**config.mk**
```make
export PLATFORM = sky130hd
export DESIGN_NAME = bus_xcvr16
export DESIGN_NICKNAME = d
export VERILOG_FILES = /design/src/rtl/xcvr_pkg.sv /design/src/rtl/xcvr_dir_stage.sv /design/src/rtl/xcvr_half.sv /design/src/rtl/bus_xcvr16.sv
export SDC_FILE = /design/constraint.sdc
export NUM_CORES = 1
export LEC_CHECK = 0
export ABC_AREA = 1
export BUFFER_PORTS_ARGS = -buffer_cell sky130_fd_sc_hd__buf_2
export CORE_MARGIN = 2
export CORE_UTILIZATION = 48
export CTS_CLUSTER_SIZE = 24
export DETAILED_ROUTE_END_ITERATION = 12
export GPL_TIMING_DRIVEN = 0
export PLACE_DENSITY = 0.91
export SYNTH_ARGS = -nofsm -noshare
export SYNTH_HDL_FRONTEND = slang
export SYNTH_SLANG_ARGS = --single-unit
```
**constraint.sdc**
```tcl
create_clock -name clk -period 2.2 [get_ports clk]
set_input_delay 0 -clock clk [delete_from_list [all_inputs] [get_ports clk]]
set_output_delay 0 -clock clk [all_outputs]
set_load 0.01 [all_outputs]
```
**src/rtl/xcvr_pkg.sv**
```systemverilog
package xcvr_pkg;

  // Active-low control triple for one direction of one half
  typedef struct packed {
    logic ce_n;
    logic le_n;
    logic oe_n;
  } dir_ctl_t;

endpackage

```
**src/rtl/xcvr_dir_stage.sv**
```systemverilog
module xcvr_dir_stage
  import xcvr_pkg::*;
#(
  parameter int W = 8
) (
  input  logic         clk,
  input  logic         rst,
  input  dir_ctl_t     ctl,
  input  logic [W-1:0] din,
  output logic [W-1:0] dout,
  output logic [W-1:0] drv
);

  logic         transparent;
  logic         drive_on;
  logic [W-1:0] held;
  logic [W-1:0] view;

  assign transparent = !ctl.ce_n && !ctl.le_n;
  assign drive_on    = !ctl.ce_n && !ctl.oe_n;

  // Clock-sampled model of the level latch
  always_ff @(posedge clk) begin
    if (rst)              held <= '0;
    else if (transparent) held <= din;
  end

  // Transparent path shows the input in the same cycle
  always_comb begin
    view = transparent ? din : held;
    dout = drive_on ? view : '0;
    drv  = {W{drive_on}};
  end

  p_follow_r2: assert property (@(posedge clk) disable iff (rst)
    (!ctl.ce_n && !ctl.le_n) |=> (held == $past(din)));

  p_pass_r2: assert property (@(posedge clk) disable iff (rst)
    (!ctl.ce_n && !ctl.le_n && !ctl.oe_n) |-> (dout == din));

  p_keep_r4: assert property (@(posedge clk) disable iff (rst)
    (ctl.ce_n || ctl.le_n) |=> $stable(held));

  p_float_r3: assert property (@(posedge clk) disable iff (rst)
    ctl.ce_n |-> (drv == '0 && dout == '0));

  p_mute_r5: assert property (@(posedge clk) disable iff (rst)
    (!ctl.ce_n && ctl.oe_n) |-> (drv == '0));

  p_clear_r7: assert property (@(posedge clk)
    rst |=> (held == '0));

endmodule

```
**src/rtl/xcvr_half.sv**
```systemverilog
module xcvr_half
  import xcvr_pkg::*;
#(
  parameter int W = 8
) (
  input  logic         clk,
  input  logic         rst,
  input  dir_ctl_t     ab_ctl,
  input  dir_ctl_t     ba_ctl,
  input  logic [W-1:0] a_in,
  input  logic [W-1:0] b_in,
  output logic [W-1:0] a_out,
  output logic [W-1:0] a_oe,
  output logic [W-1:0] b_out,
  output logic [W-1:0] b_oe,
  output logic         clash
);

  xcvr_dir_stage #(.W(W)) ab_i (
    .clk(clk), .rst(rst), .ctl(ab_ctl), .din(a_in), .dout(b_out), .drv(b_oe)
  );

  xcvr_dir_stage #(.W(W)) ba_i (
    .clk(clk), .rst(rst), .ctl(ba_ctl), .din(b_in), .dout(a_out), .drv(a_oe)
  );

  assign clash = (|a_oe) && (|b_oe);

  p_flag_r9: assert property (@(posedge clk) disable iff (rst)
    clash == (!ab_ctl.ce_n && !ab_ctl.oe_n && !ba_ctl.ce_n && !ba_ctl.oe_n));

  p_whole_r8: assert property (@(posedge clk) disable iff (rst)
    ($countones(a_oe) == 0 || $countones(a_oe) == W) &&
    ($countones(b_oe) == 0 || $countones(b_oe) == W));

endmodule

```
**src/rtl/bus_xcvr16.sv**
```systemverilog
module bus_xcvr16
  import xcvr_pkg::*;
#(
  parameter int NUM_HALVES = 2,
  parameter int HALF_W     = 8,
  localparam int BUS_W     = NUM_HALVES * HALF_W
) (
  input  logic                  clk,
  input  logic                  rst,
  input  logic [BUS_W-1:0]      a_in,
  input  logic [BUS_W-1:0]      b_in,
  input  logic [NUM_HALVES-1:0] ce_ab_n,
  input  logic [NUM_HALVES-1:0] le_ab_n,
  input  logic [NUM_HALVES-1:0] oe_ab_n,
  input  logic [NUM_HALVES-1:0] ce_ba_n,
  input  logic [NUM_HALVES-1:0] le_ba_n,
  input  logic [NUM_HALVES-1:0] oe_ba_n,
  output logic [BUS_W-1:0]      a_out,
  output logic [BUS_W-1:0]      a_oe,
  output logic [BUS_W-1:0]      b_out,
  output logic [BUS_W-1:0]      b_oe,
  output logic [NUM_HALVES-1:0] contention
);

  for (genvar h = 0; h < NUM_HALVES; h++) begin : g_half
    dir_ctl_t ab_ctl;
    dir_ctl_t ba_ctl;

    assign ab_ctl = '{ce_n: ce_ab_n[h], le_n: le_ab_n[h], oe_n: oe_ab_n[h]};
    assign ba_ctl = '{ce_n: ce_ba_n[h], le_n: le_ba_n[h], oe_n: oe_ba_n[h]};

    xcvr_half #(.W(HALF_W)) half_i (
      .clk   (clk),
      .rst   (rst),
      .ab_ctl(ab_ctl),
      .ba_ctl(ba_ctl),
      .a_in  (a_in[h*HALF_W +: HALF_W]),
      .b_in  (b_in[h*HALF_W +: HALF_W]),
      .a_out (a_out[h*HALF_W +: HALF_W]),
      .a_oe  (a_oe[h*HALF_W +: HALF_W]),
      .b_out (b_out[h*HALF_W +: HALF_W]),
      .b_oe  (b_oe[h*HALF_W +: HALF_W]),
      .clash (contention[h])
    );
  end

endmodule

```
# Word level (Yosys, flattened, before mapping)
# Cells that the tools add are included.
totals:
  register_bits: 32
  latchBits: 0
  ramBits: 0
  rom_bits: 0
  word_cells: 34
  memories: 0
op_classes:
  add_sub_neg: 0
  mul: 0
  div_mod_pow: 0
  n_lt_le_gt_ge: 0
  eq_ne: 0
  shift: 0
  mux: 8
  n_bitwise: 0
  reduce_logical: 22
ops:
  columns: ["cell", "count"]
  rows:
  - ["$mux W8", 8]
  - ["$logic_not A1 Y1", 12]
  - ["$logic_and A1 B1 Y1", 10]

# Longest topological paths before layout
# Gate-level depths: netlist of run 1.
depth:
  ltp_word: 4
  depth_mapped: 5

# Cells and area by module
# A second synthesis of run 1 with hierarchy kept.
hier_totals:
  cells_unflattened: 342
  area_unflattened_um2: 2144.6
by_module_without_submodules:
  columns: ["module", "instances", "cells_each", "area_per_inst_um2"]
  rows:
  - ["xcvr_dir_stage", 4, 78, 508.0]
  - ["xcvr_half", 2, 15, 56.3]

# Least setup slack after synthesis of run 1
# OpenSTA, ideal clock, no wires.
synth_timing:
  path_type: "input to output"
  start: "in ce_ab_n[0]"
  end: "out b_oe[0]"
  t_arrival_ps: 765
  required_ps: 2200
  path_slack_ps: 1435
  cell_stages: 5
  n_path_buf: 3
  cell_sequence: "buf_6 or2_1 buf_6 inv_1 buf_4"
synth_between:
  elab_chain_len: 2
synth_lines:
  columns: ["item", "line", "source"]
  rows:
  - ["start, declared", "bus_xcvr16.sv:12", "input logic [NUM_HALVES-1:0] ce_ab_n,"]
  - ["$logic_not A1 Y1", "xcvr_dir_stage.sv:20", "assign drive_on = !ctl.ce_n && !ctl.oe_n;"]
  - ["$logic_and A1 B1 Y1", "xcvr_dir_stage.sv:20", null]
  - ["end, declared", "bus_xcvr16.sv:21", "output logic [BUS_W-1:0] b_oe,"]
# No other way between the ends.

# Final worst setup path of run 1
layout_timing:
  start: "reg g_half[1].half_i.ba_i.held[4]"
  end: "out a_out[12]"
layout_between:
  elab_chain_len: 2
layout_lines:
  columns: ["item", "line", "source"]
  rows:
  - ["start, declared", "xcvr_dir_stage.sv:16", "logic [W-1:0] held;"]
  - ["start signal, assigned", "xcvr_dir_stage.sv:25", "else if (transparent) held <= din;"]
  - ["$mux W8", null, null]
  - ["$mux W8", "xcvr_dir_stage.sv:31", "dout = drive_on ? view : '0;"]
  - ["end, declared", "bus_xcvr16.sv:18", "output logic [BUS_W-1:0] a_out,"]
# No other way between the ends.

==> reports/qor.csv, run 1 <==
stage,metric,value,unit
clock_network,CTS H-tree lvls,2,
die,DIE AREA,4620,sq um
clock_network,CTS Buffer Depth,2,
place,DP Area,2560,sq um
layout,Antenna Cells,0,
drt,DRC violation count after routing,0,
synth,cell count after synthesis,315,
synth,sequential fraction of the synthesis area,0.326,
drt,"wirelength, routed",4470,um
drt,met3 routed WL,364,um
die,Die Wd,68.0,um
die,row count,23,
clock_network,CTS buffer count,5,
setup_path,CP Max Fanout,2,
global_routing,first-pass GRT wire length,7060,um
drt,Routed WL per cell,9.30,um
layout,Final Instance Area,2660,sq um
setup_path,Setup Crit Path Kind,register to primary output,
status,outcome,completed,
drt,number of DRC markers in iteration 0,90,
setup_path,number of cells on the critical path,5,
die,starting density of the core,0.495,
synth,Yosys cell types,11,
global_routing,gr usage total,0.200,
layout,most frequent cells in the layout,"buf_2 (107), inv_1 (68), nor2_1 (66)",
timing,fmax,964,MHz
synth,Yosys reg bits,32,
die,Die Y,68.0,um
die,I/O pins,112,
setup_path,required time worst endpoint,2.20,ns
run,MaxCap Viol Count,0,
drt,vias,2084,
layout,"leading cell type in the layout, fill and taps excluded",buf_2,
global_routing,Overflow after GRT,0,
synth,Post-Synth XOR/XNOR Area,0,
setup_path,Critical Path Start Type,register,
timing,Tcrit/Tclk final,0.471,
setup_path,Worst Setup EP,a_out[12],
layout,Synth-to-Final Area Change,35.5,%
synth,largest family of logic cells by synthesized area,buffers and inverters,
setup_path,RR Endpoint,g_half[1].half_i.ba_i.held[3],
drt,DR vias/cell,4.33,
synth,mux cell area share after synthesis,0,
setup_path,CP top delay family,flip-flops,
layout,final core occ,0.671,
timing,Worst slew margin,0.685,
timing,Final Skew,0,ns
timing,final hold violations,0,
power,Power Density,539,nW/um^2
setup_path,CP startpoint,g_half[1].half_i.ba_i.held[4],
synth,adder-cell share of the synthesized area,0,
global_routing,number of global-route vias before repair,1734,
synth,Synth Cell Area,1970,sq um
drt,drt first pass iters,4,
clock_network,Root Driver,clkbuf_8,
place,IO Port Bufs,107,
timing,setup_tns,0,ns
global_routing,initial antenna violation count,0,
drt,highest metal used,met4,
setup_path,"reg-to-reg slack, setup",1.50,ns
die,Core Area,3970,sq um
drt,M1 WL,1890,um
synth,Syn. warnings,0,
synth,Synth Area in Simple Gates,0.281,
setup_path,Worst path max stage delay,0.30,ns
setup_path,CP endpoint kind,primary output,
setup_path,crit path DAT,1.04,ns
setup_path,crit path buf inv count,2,
hold_path,Hold WC Path Type,primary input to register,
clock_network,clk_lat worst skew,0.28,ns
clock_network,CTS tree,done,
timing,unrepaired setup endpoints after global routing,false,
drt,Detail Route met2 WL,2180,um
place,routability cong.,0.717,
clock_network,setup bufs post-CTS,0,
setup_path,slowest library cell on the worst path,dfxtp_1,
layout,share of cells above drive strength 1,0.369,
timing,final setup fails,0,
power,maximum VDD drop,0.000481,V
timing,Slew @ Worst Pin,0.473,ns
setup_path,Worst R2R Start,g_half[1].half_i.ba_i.held[3],
drt,DRT antenna net count,0,
timing,Final Max Slew Viols,0,
clock_network,Worst-path clk slew,0.06,ns
hold_path,Hold Path Depth,5,
layout,fillers,358,
timing,min Tclk post-route,1.04,ns
global_routing,pin count of the biggest net entering global routing,11,
setup_path,crit path cell chain,"inv_1, o21ai_0, nand2_1, nor2_1, buf_2",
clock_network,total clock sinks,32,
synth,Compound-Gate Fraction of Synth Area,0.0815,
setup_path,r2r worst-path depth,4,
place,Post-DP HPWL,3470,um
power,leakage power,0.00161,uW
layout,nets@finish,476,
synth,Mean Syn Cell Area,6.24,sq um
synth,Synthesized Nets,361,
==> tightest hold or removal path, delay by kind of cell <==
family,cells,cell delay (ns)
buf+inv,2,0.10
simple gates,3,0.18
==> layer usage <==
layer  vias to the layer above  GRT usage
met5                         -          0
met4                         0     0.0625
met3                         7     0.0609
met2                        78      0.348
met1                       890      0.232
li1                       1109          -
==> flip-flops by register name, summed over array words and instances, names as in the netlist <==
name                     count
g_half.half_i.ab_i.held     16
g_half.half_i.ba_i.held     16
==> timing repair <==
action,in CTS,in global routing
hold endpoints to repair,2,0
hold buffers,1,0
gates resized for setup,0,0
==> synthesized netlist by cell type, drive strengths merged <==
master | number | share of area
inv | 68 | 0.13
nand2 | 64 | 0.12
buf | 42 | 0.18
nor2 | 70 | 0.15
clkbuf | 3 | 0.0057
dfxtp | 32 | 0.33
or2 | 4 | 0.013
o21ai | 32 | 0.081
==> report_power, final <==
| group | internal [uW] | switching, uW | total, uW |
|---|---|---|---|
| sequential | 619 | 8.92 | 628 |
| combinational | 166 | 193 | 359 |
| clock | 255 | 194 | 449 |
==> through the flow <==
step	total power, uW	hold WS (ns)	std cells	setup slack (ns)
finish	1440	0.0420	481	1.16
global route	1530	0.0529	481	1.04
CTS	1450	0.0332	481	1.15
detailed placement	1000	0.251	472	1.25
global placement	989	0.247	472	1.28
floorplan	871	0.0724	315	1.43
==> how the worst min path moves through the flow <==
stage                       start                            end  slack, ns
after floorplan               rst  g_half[0].half_i.ba_i.held[7]       0.07
after global placement        rst  g_half[0].half_i.ba_i.held[7]       0.25
after detailed placement      rst  g_half[1].half_i.ab_i.held[7]       0.25
after CTS                 a_in[1]  g_half[0].half_i.ab_i.held[1]       0.03
after global routing      b_in[6]  g_half[0].half_i.ba_i.held[6]       0.05
final                     b_in[3]  g_half[0].half_i.ba_i.held[3]       0.04
==> logic make-up (layout without fill, tap and decap cells) <==
logic type	Yosys count	count (layout)
buffers and inverters	113	229
flip-flops	32	32
AO/OA/AOI/OAI	32	32
AND/OR/NAND/NOR	138	138
==> cell type report <==
class / count / area (sq um) / area share
multi-input cells: 170 / 713 / 0.268
flip-flops and latches: 32 / 641 / 0.240
repair buffers: 108 / 546 / 0.205
plain buffers: 45 / 357 / 0.134
inverters: 68 / 255 / 0.0958
clock buffers: 8 / 90.1 / 0.0338
well taps: 50 / 62.6 / 0.0235
Power figures use the tool's default switching activity.
==> run 2: changes to the inputs <==
Settings changed: CORE_UTILIZATION 48 to 40, PLACE_DENSITY 0.91 to 0.82.
Clock period 2.2 ns to 0.85 ns, I/O delays scaled along.
==> run 2 against run 1 <==
Compared with the run above:
- the flow now finishes with violations (setup timing)
- total power rose to 3.0 times the previous value
- via count is 12% higher
- count of clock-buffer cells in the layout stayed put
- final area increased by 30%
- register-to-register slack lost 1.5 ns
- critical path depth stayed put
- clock skew is the same
- worst hold slack worse by 0.019 ns
- highest routed layer unchanged
- sequential share of layout area fell by 5.1 points
- worst setup slack got worse by 1.4 ns
==> reports/qor.csv, run 2 (synthesis results as in run 1) <==
stage,metric,value,unit,change
timing,Final Max Slew Viols,0,,unchanged
setup_path,Worst path max stage delay,0.32,ns,was 0.30 ns
drt,drt first pass iters,4,,unchanged
die,DIE AREA,5490,sq um,was 4620 sq um
drt,DR vias/cell,4.30,,was 4.33
global_routing,initial antenna violation count,0,,unchanged
hold_path,Hold WC Path Type,primary input to register,,unchanged
layout,Synth-to-Final Area Change,76.8,%,was 35.5%
layout,"leading cell type in the layout, fill and taps excluded",buf_2,,unchanged
clock_network,Worst-path clk slew,0.06,ns,about the same
timing,fmax,964,MHz,
status,failing checks,setup timing,,
die,Die Wd,74.1,um,was 68.0 um
run,MaxCap Viol Count,0,,unchanged
layout,nets@finish,519,,was 476
timing,Final Skew,0,ns,unchanged
layout,fillers,354,,was 358
die,Core Area,4720,sq um,was 3970 sq um
global_routing,first-pass GRT wire length,8200,um,was 7060 um
global_routing,pin count of the biggest net entering global routing,11,,unchanged
drt,DRC violation count after routing,0,,unchanged
setup_path,crit path buf inv count,2,,unchanged
setup_path,CP endpoint kind,primary output,,unchanged
clock_network,CTS Buffer Depth,2,,unchanged
place,routability cong.,0.727,,was 0.717
timing,unrepaired setup endpoints after global routing,true,,was false
setup_path,CP Max Fanout,2,,unchanged
global_routing,Overflow after GRT,0,,unchanged
die,Die Y,74.1,um,was 68.0 um
die,I/O pins,112,,unchanged
layout,final core occ,0.736,,was 0.671
power,Pwr Total,4290,uW,was 1440 uW
setup_path,Critical Path Start Type,register,,unchanged
timing,setup ws final,-0.188,ns,was 1.16 ns
place,Post-DP HPWL,3400,um,was 3470 um
layout,share of cells above drive strength 1,0.521,,was 0.369
clock_network,clk_lat worst skew,0.27,ns,was 0.28 ns
status,outcome,finished with violations,,was completed
setup_path,CP top delay family,flip-flops,,unchanged
setup_path,crit path cell chain,"inv_1, o21ai_1, nand2_1, nor2_1, buf_2",,"was inv_1, o21ai_0, nand2_1, nor2_1, buf_2"
place,IO Port Bufs,107,,unchanged
layout,Finished Layout Cells,541,,was 481
setup_path,crit path DAT,1.04,ns,about the same
layout,most frequent cells in the layout,"buf_2 (80), buf_6 (67), nand2_1 (64)",,"was buf_2 (107), inv_1 (68), nor2_1 (66)"
setup_path,slowest library cell on the worst path,dfxtp_1,,unchanged
drt,"wirelength, routed",5810,um,was 4470 um
power,Power Density,1230,nW/um^2,was 539 nW/um^2
drt,vias,2324,,was 2084
clock_network,total clock sinks,32,,unchanged
setup_path,Setup Crit Path Kind,register to primary output,,unchanged
drt,Routed WL per cell,10.7,um,was 9.30 um
timing,Worst slew margin,0.613,,was 0.685
die,starting density of the core,0.416,,was 0.495
layout,Antenna Cells,0,,unchanged
clock_network,Root Driver,clkbuf_8,,unchanged
place,Post-Place Cells,489,,was 472
place,pre-CTS setup slack,-0.100,ns,was 1.25 ns
layout,Top Registers,"g_half.half_i.ab_i.held: 16 flops, g_half.half_i.ba_i.held: 16 flops",,unchanged
die,row count,25,,was 23
drt,DRT antenna net count,0,,unchanged
clock_network,CTS buffer count,5,,unchanged
power,leakage power,0.00189,uW,was 0.00161 uW
global_routing,gr usage total,0.188,,was 0.200
global_routing,number of global-route vias before repair,1916,,was 1734
timing,final setup fails,60,,was 0
timing,Slew @ Worst Pin,0.581,ns,was 0.473 ns
power,maximum VDD drop,0.000691,V,was 0.000481 V
clock_network,CTS H-tree lvls,2,,unchanged
clock_network,CTS tree,done,,unchanged
timing,Tcrit/Tclk final,1.22,,
drt,number of DRC markers in iteration 0,98,,was 90
timing,min Tclk post-route,1.04,ns,
setup_path,required time worst endpoint,0.85,ns,was 2.20 ns
timing,final hold violations,0,,unchanged
run 2: report_power, final:
group | switching, uW | total, uW | internal, uW | leakage (uW)
registers | 31.9 | 1640 | 1610 | 0.000270
clock network | 508 | 1170 | 660 | 0.0000455
logic | 655 | 1480 | 821 | 0.00158
total | 1200 | 4290 | 3090 | 0.00189
run 2: worst paths after layout:
path,start,end,slack (ns),cells after the start
worst max register to register,g_half[1].half_i.ab_i.held[0],g_half[1].half_i.ab_i.held[0],-0.01,6
worst min-delay path,ce_ba_n[1],g_half[1].half_i.ba_i.held[3],0.02,4
worst max-delay path,g_half[1].half_i.ab_i.held[3],b_out[11],-0.19,5
worst min register to register,g_half[1].half_i.ab_i.held[7],g_half[1].half_i.ab_i.held[7],0.54,4
run 2: routing by layer:
metal  up-vias  share of wire  GRT usage
met5         -              0          0
met4         0          0.010     0.0545
met3         6          0.060     0.0447
met2        83           0.52      0.344
met1      1052           0.41      0.217
li1       1183              -          -
run 2: worst reg2reg max path: cells and delay by family (launching register included):
kind	cells	cell delay (ns)
AND/OR/NAND/NOR	2	0.14
AO/OA/AOI/OAI	1	0.06
buffers and inverters	3	0.28
flip-flops	1	0.31
run 2: cell type report:
type | instances | area [sq um] | area share
buffer | 44 | 482 | 0.139
timing repair buffer | 152 | 1120 | 0.322
sequential | 32 | 659 | 0.190
multi-input combinational | 170 | 769 | 0.221
tap | 67 | 83.8 | 0.0241
clock buffer | 8 | 90.1 | 0.0259
inverter | 68 | 270 | 0.0778
run 2: repair_timing:
action,in CTS,in global routing
endpoints found under the setup margin,64,69
gates cloned,3,0
endpoints found under the hold margin,2,0
hold buffers,1,0
resized for setup,71,84
buffers inserted,21,23
pin swaps,30,39
run 2: stage by stage:
stage	instance area (sq um)	hold slack (ns)	TNS [ns]
final	3470	0.0229	-4.64
after global routing	3470	0.0291	-8.93
after CTS	3050	0.0341	-4.30
after detailed placement	2580	0.259	-2.63
after global placement	2580	0.259	-1.69
after floorplan	1970	0.0724	0
==> run 3: changes to the inputs <==
Settings changed: CORE_UTILIZATION 40 to 41, SYNTH_HIERARCHICAL set to 1.
==> run 3 against run 2 <==
Compared with the run above:
- the run still ends with setup timing left
- count of clock-buffer cells in the layout stayed put
- critical endpoint is now a_out[12]
- maximum frequency is 1.9% higher
- worst setup slack better by 0.020 ns
- final area decreased by 3.5%
- highest routed layer unchanged
- sequential power is essentially flat
- combinational power down 3%
- clock skew unchanged
- largest power group unchanged
- synthesized area rose by 9.1%
- critical path type unchanged
==> reports/qor.csv, run 3 <==
stage,metric,value,unit,change
synth,Yosys reg bits,32,,unchanged
global_routing,first-pass GRT wire length,9140,um,was 8200 um
timing,final setup fails,37,,was 60
timing,Tcrit/Tclk final,1.20,,was 1.22
synth,ys flop type,dfxtp_1,,unchanged
place,Post-DP HPWL,3740,um,was 3400 um
setup_path,CP Max Fanout,2,,unchanged
layout,most frequent cells in the layout,"buf_2 (105), nand2_1 (69), inv_1 (56)",,"was buf_2 (80), buf_6 (67), nand2_1 (64)"
synth,Synthesized Nets,388,,was 361
power,Clock Power Share,0.276,,was 0.272
synth,post-synth top area share,0.299,,was 0.326
synth,Syn. warnings,6,,was 0
die,Die Wd,76.3,um,was 74.1 um
synth,most frequent cell after synthesis,nand2_1,,was inv_1
power,Pwr Total,4240,uW,was 4290 uW
power,Net Sw Power,1260,uW,was 1200 uW
place,Post-Place Cells,518,,was 489
timing,Slew @ Worst Pin,0.402,ns,was 0.581 ns
setup_path,required time worst endpoint,0.85,ns,about the same
timing,setup ws final,-0.168,ns,was -0.188 ns
synth,ys async rst share,0,,unchanged
layout,share of cells above drive strength 1,0.561,,was 0.521
die,Core Area,5070,sq um,was 4720 sq um
clock_network,CTS buffer count,5,,unchanged
setup_path,Critical Path Start Type,register,,unchanged
timing,Worst slew margin,0.732,,was 0.613
drt,DRT antenna net count,0,,unchanged
drt,DRC violation count after routing,0,,unchanged
drt,DR vias/cell,4.24,,was 4.30
die,DIE AREA,5830,sq um,was 5490 sq um
die,I/O pins,112,,unchanged
clock_network,hold buffer count at cts,0,,was 1
power,Sequential Power Share,0.387,,was 0.383
die,row count,26,,was 25
die,starting density of the core,0.423,,was 0.416
power,leakage power,0.00183,uW,was 0.00189 uW
timing,final hold violations,0,,unchanged
clock_network,CTS Buffer Depth,2,,unchanged
global_routing,number of global-route vias before repair,2196,,was 1916
drt,"wirelength, routed",5630,um,was 5810 um
setup_path,CP endpoint kind,primary output,,unchanged
synth,largest area contributor in the netlist,dfxtp_1,,unchanged
run,MaxCap Viol Count,0,,unchanged
timing,Final Skew,0,ns,unchanged
drt,vias,2347,,was 2324
layout,"leading cell type in the layout, fill and taps excluded",buf_2,,unchanged
layout,Top Registers,"g_half.half_i/ab_i/held: 16 flops, g_half.half_i/ba_i/held: 16 flops",,"was g_half.half_i.ab_i.held: 16 flops, g_half.half_i.ba_i.held: 16 flops"
clock_network,total clock sinks,32,,unchanged
drt,drt first pass iters,5,,was 4
layout,Synth-to-Final Area Change,56.3,%,was 76.8%
clock_network,CTS H-tree lvls,2,,unchanged
drt,Routed WL per cell,10.2,um,was 10.7 um
global_routing,gr usage total,0.187,,was 0.188
timing,min Tclk post-route,1.02,ns,was 1.04 ns
timing,setup_tns,-4.23,ns,was -4.64 ns
layout,nets@finish,528,,was 519
synth,Yosys cell types,11,,unchanged
layout,Finished Layout Cells,553,,was 541
synth,Synth Cell Area,2140,sq um,was 1970 sq um
status,outcome,finished with violations,,unchanged
power,internal power,2980,uW,was 3090 uW
synth,sequential fraction of the synthesis area,0.299,,was 0.326
place,IO Port Bufs,106,,was 107
hold_path,Hold WC Path Type,primary input to register,,unchanged
synth,Post-synth EDFFs,0,,unchanged
power,Combinational Power Share,0.337,,was 0.344
global_routing,Overflow after GRT,0,,unchanged
timing,Final Max Slew Viols,0,,unchanged
synth,Mean Syn Cell Area,6.27,sq um,was 6.24 sq um
synth,cell count after synthesis,342,,was 315
drt,number of DRC markers in iteration 0,89,,was 98
power,Power Density,1270,nW/um^2,was 1230 nW/um^2
clock_network,Worst-path clk slew,0.06,ns,about the same
clock_network,CTS tree,done,,unchanged
clock_network,clk_lat worst skew,0.27,ns,about the same
synth,largest cells by area after synthesis,"dfxtp_1 (30%), nand2_1 (13%), inv_1 (12%)",,"was dfxtp_1 (33%), buf_4 (13%), inv_1 (13%)"
timing,fmax,982,MHz,was 964 MHz
setup_path,crit path DAT,1.02,ns,was 1.04 ns
die,Die Y,76.3,um,was 74.1 um
global_routing,pin count of the biggest net entering global routing,11,,unchanged
layout,Antenna Cells,0,,unchanged
power,maximum VDD drop,0.000970,V,was 0.000691 V
synth,Synth top cells by count,"nand2_1 (72), inv_1 (68), nor2_1 (54)",,"was inv_1 (68), nor2_1 (66), nand2_1 (64)"
global_routing,initial antenna violation count,0,,unchanged
clock_network,Root Driver,clkbuf_8,,unchanged
timing,unrepaired setup endpoints after global routing,true,,unchanged
setup_path,Setup Crit Path Kind,register to primary output,,unchanged
place,routability cong.,0.739,,was 0.727
status,failing checks,setup timing,,unchanged
power,sw frac,0.296,,was 0.279
## run 3: cell types whose count changed in the layout (fill, tap and decap cells not counted), moves of 4 or more
cell,previous run,this run
buf_1,0,4
buf_2,80,105
buf_4,38,34
buf_6,67,30
clkinvlp_4,4,0
nand2_1,64,69
nor2_1,57,39
nor2_2,7,44
o21ai_1,29,21
o21ai_2,3,8
## run 3: cell families after synthesis
group           synth area share
flops                      0.299
simple gates               0.347
buf+inv                    0.280
compound gates            0.0747
## run 3: what timing repair did
item	in CTS	in global routing
pin swaps	27	40
gates resized for setup	43	67
setup endpoints to repair	34	44
buffers inserted	27	11
## run 3: final timing paths
path,start,end,slack [ns],cells past startpoint
max reg2reg,g_half[0].half_i/ab_i/held[7],g_half[0].half_i/ab_i/held[7],-0.04,6
min reg2reg,g_half[1].half_i/ab_i/held[7],g_half[1].half_i/ab_i/held[7],0.55,4
min,a_in[4],g_half[0].half_i/ab_i/held[4],0.05,5
max,g_half[1].half_i/ba_i/held[4],a_out[12],-0.17,5
## run 3: critical path: stages (launching register included)
cell,delay [ns]
dfxtp_1,0.30
inv_1,0.03
o21ai_1,0.07
nand2_1,0.10
nor2_2,0.10
buf_2,0.14
## run 3: cell type report
type	instances	area, sq um
buffer	41	440
clock buffer	8	90.1
fill	452	1720
inverter	68	300
multi-input combinational	198	1000
sequential	32	659
tap	70	87.6
timing repair buffer	136	773
## run 3: metrics by stage
step / worst slack, ns / instance area (sq um) / hold slack (ns) / util
floorplan: -0.0723 / 2240 / 0.179 / -
global placement: -0.186 / 2860 / 0.329 / 0.564
detailed placement: -0.213 / 2860 / 0.336 / 0.564
CTS: -0.179 / 3220 / 0.0499 / 0.635
global route: -0.236 / 3350 / 0.0772 / 0.661
finish: -0.168 / 3350 / 0.0548 / 0.661
## run 3: per-layer routing
layer,track usage,up-vias,part of all wire
li1,-,1240,-
met1,0.205,1031,0.41
met2,0.351,68,0.53
met3,0.0462,8,0.050
met4,0.0600,0,0.014
met5,0,-,0
## run 3: power groups by stage
stage          Combinational, uW  Clock, uW  Sequential (uW)
2_1_floorplan                770          0             1650
4_1_cts                     1330       1200             1630
6_report                    1430       1170             1640
3_5_place_dp                1110          0             1660
3_3_place_gp                1090          0             1650
5_1_grt                     1580       1280             1650
